--- src/rtl/lpm_pkg.sv ---
package lpm_pkg;

   typedef enum logic [1:0] {
      LVL_ACTIVE = 2'b00,
      LVL_LOW    = 2'b01,
      LVL_ULP    = 2'b10
   } lvl_e;

   localparam logic [1:0] LINK_NORMAL   = 2'b00;
   localparam logic [1:0] LINK_RESET    = 2'b01;
   localparam logic [1:0] LINK_DISABLED = 2'b10;

   localparam logic [1:0] PORT_CONN   = 2'b00;
   localparam logic [1:0] PORT_DISC   = 2'b01;
   localparam logic [1:0] PORT_OFF    = 2'b10;
   localparam logic [1:0] PORT_SUSP   = 2'b11;

   localparam int REF_W    = 3;
   localparam int REF_CONN = 0;
   localparam int REF_BIAS = 1;
   localparam int REF_BULK = 2;

   function automatic logic [REF_W-1:0] ref_mask(input lvl_e lvl);
      logic [REF_W-1:0] m;
      m = '0;
      m[REF_CONN] = 1'b1;
      m[REF_BIAS] = (lvl != LVL_ULP);
      m[REF_BULK] = (lvl == LVL_ACTIVE);
      return m;
   endfunction

endpackage

--- src/rtl/lpm_wake_qual.sv ---
module lpm_wake_qual
   import lpm_pkg::*;
#(
   parameter bit DEEP_SLEEP_EN = 1'b1
) (
   input  logic [1:0] link_state,
   input  logic [1:0] port_state,
   input  logic       port_irq_en,
   input  logic       lps,
   input  logic       evt_bias,
   input  logic       evt_disconnect,
   input  logic       evt_connect,
   output logic       sleep_ok,
   output lvl_e       tgt_lvl
);

   logic port_idle;
   logic qual_evt;

   always_comb begin
      port_idle = (port_state != PORT_CONN);
      qual_evt  = (evt_bias       && (port_state == PORT_SUSP))
                | (evt_disconnect && (port_state == PORT_SUSP))
                | (evt_connect    && (port_state != PORT_OFF));
      sleep_ok  = (link_state == LINK_DISABLED) && port_idle && !lps && !qual_evt;
   end

   generate
      if (DEEP_SLEEP_EN) begin : g_deep
         logic deep_sel;
         always_comb begin
            deep_sel = (port_state == PORT_DISC)
                     || ((port_state == PORT_OFF) && !port_irq_en);
            tgt_lvl  = deep_sel ? LVL_ULP : LVL_LOW;
         end
      end else begin : g_shallow
         logic unused_irq;
         always_comb begin
            unused_irq = port_irq_en;
            tgt_lvl    = LVL_LOW;
         end
      end
   endgenerate

endmodule

--- src/rtl/lpm_entry_timer.sv ---
module lpm_entry_timer #(
   parameter int ENTRY_HOLD = 4
) (
   input  logic clk,
   input  logic rst,
   input  logic run,
   output logic fire
);

   localparam int CNT_W = $clog2(ENTRY_HOLD + 1);
   localparam logic [CNT_W-1:0] LAST = CNT_W'(ENTRY_HOLD - 1);

   logic [CNT_W-1:0] cnt_q;

   generate
      if (ENTRY_HOLD < 1) begin : g_bad_hold
         $error("ENTRY_HOLD must be at least 1");
      end
   endgenerate

   assign fire = run && (cnt_q == LAST);

   always_ff @(posedge clk) begin
      if (rst || !run || fire) begin
         cnt_q <= '0;
      end else begin
         cnt_q <= cnt_q + 1'b1;
      end
   end

   // the hold counter never runs past the programmed window
   p_cnt_bound_r2: assert property (@(posedge clk) disable iff (rst)
      cnt_q <= LAST);

   // counting restarts whenever the condition drops
   p_cnt_clear_r2: assert property (@(posedge clk) disable iff (rst)
      !run |=> (cnt_q == '0));

endmodule

--- src/rtl/lpm_clk_en_dly.sv ---
module lpm_clk_en_dly #(
   parameter int CLK_EN_DELAY = 1
) (
   input  logic clk,
   input  logic rst,
   input  logic active_now,
   output logic clk_en
);

   generate
      if (CLK_EN_DELAY < 1) begin : g_bad_dly
         $error("CLK_EN_DELAY must be at least 1");
      end

      if (CLK_EN_DELAY == 1) begin : g_single
         logic en_q;
         always_ff @(posedge clk) begin
            if (rst) en_q <= 1'b1;
            else     en_q <= active_now;
         end
         assign clk_en = en_q;
      end else begin : g_chain
         logic [CLK_EN_DELAY-1:0] sr_q;
         always_ff @(posedge clk) begin
            if (rst) sr_q <= '1;
            else     sr_q <= {sr_q[CLK_EN_DELAY-2:0], active_now};
         end
         assign clk_en = sr_q[CLK_EN_DELAY-1];
      end
   endgenerate

   // the enable only changes after the level input has changed
   p_clk_follows_r8: assert property (@(posedge clk) disable iff (rst)
      $rose(clk_en) |-> $past(active_now));

endmodule

--- src/rtl/lpm_ctrl.sv ---
module lpm_ctrl
   import lpm_pkg::*;
#(
   parameter int ENTRY_HOLD    = 4,
   parameter int CLK_EN_DELAY  = 1,
   parameter bit DEEP_SLEEP_EN = 1'b1
) (
   input  logic       clk,
   input  logic       rst,
   input  logic [1:0] link_state,
   input  logic [1:0] port_state,
   input  logic       port_irq_en,
   input  logic       lps,
   input  logic       evt_bias,
   input  logic       evt_disconnect,
   input  logic       evt_connect,
   output logic [1:0] pwr_level,
   output logic       clk_gen_en,
   output logic [2:0] ref_en,
   output logic       wake_pulse,
   output logic       intf_start_req
);

   localparam bit CLK_CHECK_OK = (CLK_EN_DELAY <= ENTRY_HOLD);

   lvl_e lvl_q;
   lvl_e tgt_lvl;
   logic sleep_ok;
   logic entry_fire;
   logic wake_q;
   logic is_active;

   assign is_active = (lvl_q == LVL_ACTIVE);

   lpm_wake_qual #(
      .DEEP_SLEEP_EN (DEEP_SLEEP_EN)
   ) u_qual (
      .link_state     (link_state),
      .port_state     (port_state),
      .port_irq_en    (port_irq_en),
      .lps            (lps),
      .evt_bias       (evt_bias),
      .evt_disconnect (evt_disconnect),
      .evt_connect    (evt_connect),
      .sleep_ok       (sleep_ok),
      .tgt_lvl        (tgt_lvl)
   );

   lpm_entry_timer #(
      .ENTRY_HOLD (ENTRY_HOLD)
   ) u_timer (
      .clk  (clk),
      .rst  (rst),
      .run  (is_active && sleep_ok),
      .fire (entry_fire)
   );

   lpm_clk_en_dly #(
      .CLK_EN_DELAY (CLK_EN_DELAY)
   ) u_clk_dly (
      .clk        (clk),
      .rst        (rst),
      .active_now (is_active),
      .clk_en     (clk_gen_en)
   );

   always_ff @(posedge clk) begin
      if (rst) begin
         lvl_q  <= LVL_ACTIVE;
         wake_q <= 1'b0;
      end else if (is_active) begin
         wake_q <= 1'b0;
         if (entry_fire) lvl_q <= tgt_lvl;
      end else if (!sleep_ok) begin
         lvl_q  <= LVL_ACTIVE;
         wake_q <= 1'b1;
      end else begin
         lvl_q  <= tgt_lvl;
         wake_q <= 1'b0;
      end
   end

   assign pwr_level      = lvl_q;
   assign ref_en         = ref_mask(lvl_q);
   assign wake_pulse     = wake_q;
   assign intf_start_req = clk_gen_en && lps && (link_state != LINK_NORMAL);

   // only three encodings are ever held
   p_lvl_legal_r9: assert property (@(posedge clk) disable iff (rst)
      pwr_level != 2'b11);

   // the strobe marks the first active cycle after sleep
   p_wake_marks_r7: assert property (@(posedge clk) disable iff (rst)
      wake_pulse |-> (pwr_level == 2'b00) && ($past(pwr_level) != 2'b00));

   // never two strobes back to back
   p_wake_single_r7: assert property (@(posedge clk) disable iff (rst)
      wake_pulse |=> !wake_pulse);

   // leaving active requires a disabled link, idle port and low lps
   p_entry_cond_r2: assert property (@(posedge clk) disable iff (rst)
      ((pwr_level != 2'b00) && ($past(pwr_level) == 2'b00)) |->
         (($past(link_state) == LINK_DISABLED) && ($past(port_state) != PORT_CONN)
          && !$past(lps)));

   // lps seen high while asleep brings the level back
   p_lps_wake_r5: assert property (@(posedge clk) disable iff (rst)
      (($past(pwr_level) != 2'b00) && $past(lps)) |-> (pwr_level == 2'b00));

   // bulk references are off whenever the level is not active
   p_bulk_off_r4: assert property (@(posedge clk) disable iff (rst)
      (pwr_level != 2'b00) |-> !ref_en[REF_BULK]);

   generate
      if (DEEP_SLEEP_EN) begin : g_deep_chk
         // deepest level only for a disconnected or masked disabled port
         p_deep_cond_r3: assert property (@(posedge clk) disable iff (rst)
            (pwr_level == 2'b10) |->
               (($past(port_state) == PORT_DISC)
                || (($past(port_state) == PORT_OFF) && !$past(port_irq_en))));
      end
      if (CLK_CHECK_OK) begin : g_clk_chk
         // clocks come back only once the level is active
         p_clk_after_active_r8: assert property (@(posedge clk) disable iff (rst)
            $rose(clk_gen_en) |-> (pwr_level == 2'b00));
      end
   endgenerate

endmodule

--- config.mk ---
export PLATFORM = sky130hd
export DESIGN_NAME = lpm_ctrl
export DESIGN_NICKNAME = d
export VERILOG_FILES = /design/src/rtl/lpm_pkg.sv /design/src/rtl/lpm_wake_qual.sv /design/src/rtl/lpm_entry_timer.sv /design/src/rtl/lpm_clk_en_dly.sv /design/src/rtl/lpm_ctrl.sv
export SDC_FILE = /design/constraint.sdc
export NUM_CORES = 1
export LEC_CHECK = 0
export BUFFER_PORTS_ARGS = -buffer_cell sky130_fd_sc_hd__buf_2
export CAP_MARGIN = 20
export CORE_MARGIN = 3
export CORE_UTILIZATION = 25
export DETAILED_ROUTE_END_ITERATION = 7
export PLACE_DENSITY_LB_ADDON = 0.15
export SYNTH_ARGS = -nofsm -noshare
export SYNTH_HDL_FRONTEND = slang
export SYNTH_SLANG_ARGS = --single-unit
--- constraint.sdc ---
create_clock -name clk -period 1.66 [get_ports clk]
set_clock_uncertainty 0.1 [all_clocks]
set_input_delay 0.083 -clock clk [delete_from_list [all_inputs] [get_ports clk]]
set_output_delay 0.083 -clock clk [all_outputs]
set_load 0.02 [all_outputs]
* After elaboration in Yosys (flattened, before gate mapping)
Cells that the tools add are included.
** Operators by class
- $add $sub $neg :: 1
- Equality and inequality tests :: 8
- Mux-type cells :: 5
- Bitwise operators :: 2
- Reduce and logical (&&, ||, !) cells :: 22
** Operator list (number)
- 1-bit logical AND :: 11
- 2-bit 2-to-1 mux :: 4
- 2-bit equality test (second input constant) :: 3
- 1-bit zero test :: 4
- 2-bit != test (second input constant) :: 2
- 2-bit nonzero test :: 2
- 3-bit by 1-bit adder with 3-bit output (second input constant) :: 1
- 3-bit by 2-bit equality test with 1-bit output (second input constant) :: 1
- 1-bit logical OR :: 3
- 2-bit by 1-bit equality test with 1-bit output (second input constant) :: 1
- 2-bit zero test :: 1
- 2-bit by 1-bit != test with 1-bit output (second input constant) :: 1
- 1-bit OR :: 2
- 2-bit OR reduction :: 1
- 1-bit 2-to-1 mux :: 1
** Word-level totals
- Register bits after elaboration :: 7
- Input port bits :: 11
- Output and inout port bits :: 8
- Word-level logic and storage cells :: 42

* Logic depth before layout (Yosys ltp)
- Word-level depth :: 10
- Gate-level depth with buffers :: 5
- Mapped depth without buffers :: 5

* By module
A second synthesis with hierarchy kept.
** Unflattened totals
- Cell total of the unflattened synthesis :: 39
- Area total of the unflattened synthesis :: 357.8 µm²
** Modules (own cells, without submodules)
- lpm_ctrl :: times used 1, cells each 17, area each 147.6 µm², sequential area each 60.1 µm²
- lpm_entry_timer :: times used 1, cells each 10, area each 126.4 µm², sequential area each 60.1 µm²
- lpm_wake_qual :: times used 1, cells each 10, area each 57.6 µm², sequential area each 0.0 µm²
- lpm_clk_en_dly :: times used 1, cells each 2, area each 26.3 µm², sequential area each 20.0 µm²

* Least setup slack after synthesis
OpenSTA, ideal clock, no wires.
- Kind :: register to register
- Start point :: register u_timer.cnt_q[0]
- End point :: register u_timer.cnt_q[0]
- Library setup time :: 74 ps
- Data arrival time :: 1293 ps
- Data required time :: 1486 ps
- Path slack :: 193 ps
- Cell stages (with the launch flop) :: 6
- Buffers on the path :: 0
- Clock period less this slack :: 1467 ps
- Cell sequence :: dfxtp_1 -> ha_1 -> ha_1 -> nor3_1 -> nand2b_4 -> nor3_2
** Between the ends
- Longest elaborated chain between the ends :: 3
- Elaborated cells between the ends (all ways) :: 4
- Those cells by class :: add/sub (1); eq/ne (1); reduce/logical (2)
** RTL lines
- start: declaration :: line lpm_entry_timer.sv:13 : logic [CNT_W-1:0] cnt_q;
- start signal: assignment :: line lpm_entry_timer.sv:27 : cnt_q <= cnt_q + 1'b1;
- parallel branches: the longest is 3 deep, another holds 3-bit by 1-bit adder with 3-bit output
Several ways; the timed one is not identified.
A chain may end at the register's enable or synchronous reset.

* Final worst setup path
- Start point :: input port lps
- End point :: register u_timer.cnt_q[1]
** Between the ends
- Longest elaborated chain between the ends :: 7
- Elaborated cells between the ends (all ways) :: 8
- Those cells by class :: reduce/logical (8)
** RTL lines
- start: declaration :: line lpm_ctrl.sv:13 : input logic lps,
- 1-bit zero test * :: line lpm_wake_qual.sv:25 : sleep_ok = (link_state == LINK_DISABLED) && port_idle && !lps && !qual_evt;
- 1-bit logical AND * (2 in series) :: line lpm_wake_qual.sv:25
- 1-bit logical AND * :: line lpm_ctrl.sv:54 : .run (is_active && sleep_ok),
- 1-bit zero test :: line lpm_entry_timer.sv:24 : if (rst || !run || fire) begin
- 1-bit logical OR :: line lpm_entry_timer.sv:24
- 1-bit logical OR * :: line lpm_entry_timer.sv:24
Every way passes the cells marked *; elsewhere a longest branch is shown, timed or not.

==> out/qor.yml <==
clock_tree:
  clk_pin_slew_ns: 0.05
  clockBufferDepth: 2
  cts_resized: 0
  cts_sinks: 7
  clock-root-buffer: "clkbuf_4"
  cts_tree: "yes"
  htree_levels: 1
  cts_buffers: 3
  postCtsSetupBuffers: 0
  clk_latency_ns: 0.25
drt:
  remaining_drc_errors: 0
  vias: 310
  detail-route-antenna-nets: 0
  firstDrtPassIters: 4
  vias_per_cell: 4.31
  initialDrtViolationCount: 2
  wl_per_cell_um: 9.90
  wl_um: 713
sta:
  finalSetupViolCount: 0
  fin_crit_ns: 1.49
  hold_violations: 0
  slew_viol_final: 0
  hold_ws_ns: 0.00417
  setup_tns_ns: 0
  fmax_mhz: 671
  period_share: 0.898
  rsz0062_at_grt: "false"
  setup_slack_ns: 0.169
grt:
  grt_max_degree: 7
  grt_pass1_vias: 284
  track_usage: 0.0878
  grt_pass1_wl_um: 1160
  grt-ovfl-total: 0
  antenna_found_initial: 0
synth:
  synth_cells: 35
  synth_area_leaders: "dfxtp_1 (38%), nor3_2 (8.2%), ha_1 (6.9%)"
  ys_types: 20
  netlist.area_leader.share: 0.385
  syn_avg_cell_area_um2: 10.4
  synth_fp_nets: 48
  netlist_area_um2: 364
  synth_area_leader_cell: "dfxtp_1"
  synth.yosys.seq_area_share: 0.385
  ys_ff_latch: 7
  synth_warnings: 0
hold_path:
  hp-start: "link_state[0]"
  worstHoldPathType: "in2reg"
cells_and_area:
  final_cell_mix: "buf_2 (17), dfxtp_1 (7), inv_1 (5), nor3_2 (3), clkbuf_4 (3)"
  layout-drive-gt1-share: 0.509
  num_antenna_cells: 0
  final_design_area_no_fill_um2: 507
  layout_commonest_cell: "buf_2"
  final_nets: 71
  fillers: 143
  fin_util: 0.380
  area_growth_pct: 39.2
setup_path:
  crit_required_ns: 1.73
  critical_path.startpoint: "lps"
  r2r_start: "u_timer.cnt_q[0]"
  end_kind: "register"
  cp-start-kind: "input pin"
  crit_fanout: 3
  crit_path_max_incr_delay_ns: 0.54
  critical_path_class: "in2reg"
  cp.arrival_ns: 1.57
  cp_slowest_cell: "or4b_4"
  cp_cell_sequence: "dlygate4sd3_1, buf_2, or4b_4, nand2b_4, nor3_2"
floorplan:
  start_util: 0.273
  coreArea_um2: 1330
  die_area_um2: 1950
  ios: 19
  fp-row-count: 13
  chipHeight_um: 44.2
  die_w_um: 44.2
power_and_ir_drop:
  internal_power_mw: 0.281
  pwr-share-clk: 0.414
  seq_power_share: 0.464
  p_sw_frac: 0.229
  powerDensity_nw_per_um2: 720
  p_switching_mw: 0.0835
  p_comb_frac: 0.122
  p_leak_nw: 0.230
  peakVddDrop_uv: 428
job:
  cap_violations: 0
place:
  gp_congestion: 0.665
  place_area_um2: 460
  portBuffers: 17
  post-place-ws_ns: 0.349
  dpl.hpwl_um: 574
run_status:
  status: "finished clean"
metal layers:
metal,part of all wire,track usage,up-vias
li1,-,-,164
met1,0.41,0.0864,131
met2,0.49,0.134,13
met3,0.086,0.0610,2
met4,0.017,0.0542,0
met5,0,0,-
through the flow:
step / power [mW] / cells
3_3_place_gp: 0.213 / 66
3_5_place_dp: 0.214 / 66
4_1_cts: 0.373 / 73
5_1_grt: 0.392 / 72
2_1_floorplan: 0.196 / 35
6_report: 0.365 / 72
registers in the layout (all words and copies together) (netlist names):
register          count
wake_pulse            1
u_clk_dly.clk_en      1
pwr_level             2
u_timer.cnt_q         3
final timing paths:
check,end,slack [ns],cells after the start
max,u_timer.cnt_q[1],0.17,5
min,wake_pulse,0.004,2
max reg2reg,u_timer.cnt_q[1],0.35,6
min reg2reg,u_timer.cnt_q[0],0.33,1
cell families (layout without fill, tap and decap cells):
kind of cell	Yosys count	count (layout)	share of synthesized area
compound gates	5	5	0.127
fa+ha+maj	2	2	0.0687
buf+inv	7	29	0.0928
flops	7	7	0.385
other cells	1	1	0.0103
simple gates	13	13	0.316
worst max-delay path, delay by kind of cell:
family | cells | cell delay (ns)
buffers and inverters | 2 | 0.67
and+or+nand+nor | 3 | 0.82
synth_stat cells:
| cell | n |
|---|---|
| inv_1 | 5 |
| o211ai_2 | 1 |
| conb_1 | 1 |
| a21oi_1 | 1 |
| nand2b_1 | 1 |
| buf_4 | 2 |
| or4b_4 | 1 |
| nand2_1 | 1 |
| nor3_2 | 3 |
| nor3_1 | 1 |
| nor2_1 | 2 |
| dfxtp_1 | 7 |
| ha_1 | 2 |
| nand2b_4 | 1 |
| nor4b_2 | 1 |
| o41a_1 | 1 |
| nor4_2 | 1 |
| o211a_1 | 1 |
| o211ai_1 | 1 |
| nor3b_1 | 1 |
what timing repair did:
action	in CTS	in global routing
hold buffers	3	0
hold endpoints to repair	2	0
endpoints found under the setup margin	0	1
area by class of cell:
class                           count  area, um2  share of cell area
Sequential cell                     7        140               0.277
Multi-Input combinational cell     21        190               0.375
Timing Repair Buffer               20        113               0.222
Tap cell                           15       18.8              0.0370
Inverter                            5       18.8              0.0370
Clock buffer                        4       26.3              0.0519
power by group through the flow:
stage	Clock (mW)	Combinational, mW	Sequential (mW)
floorplan	0	0.0234	0.172
global placement	0	0.0409	0.172
detailed placement	0	0.0413	0.172
CTS	0.159	0.0450	0.169
global route	0.175	0.0485	0.169
finish	0.151	0.0447	0.169
Note: power is estimated with default switching activity, not from simulation.
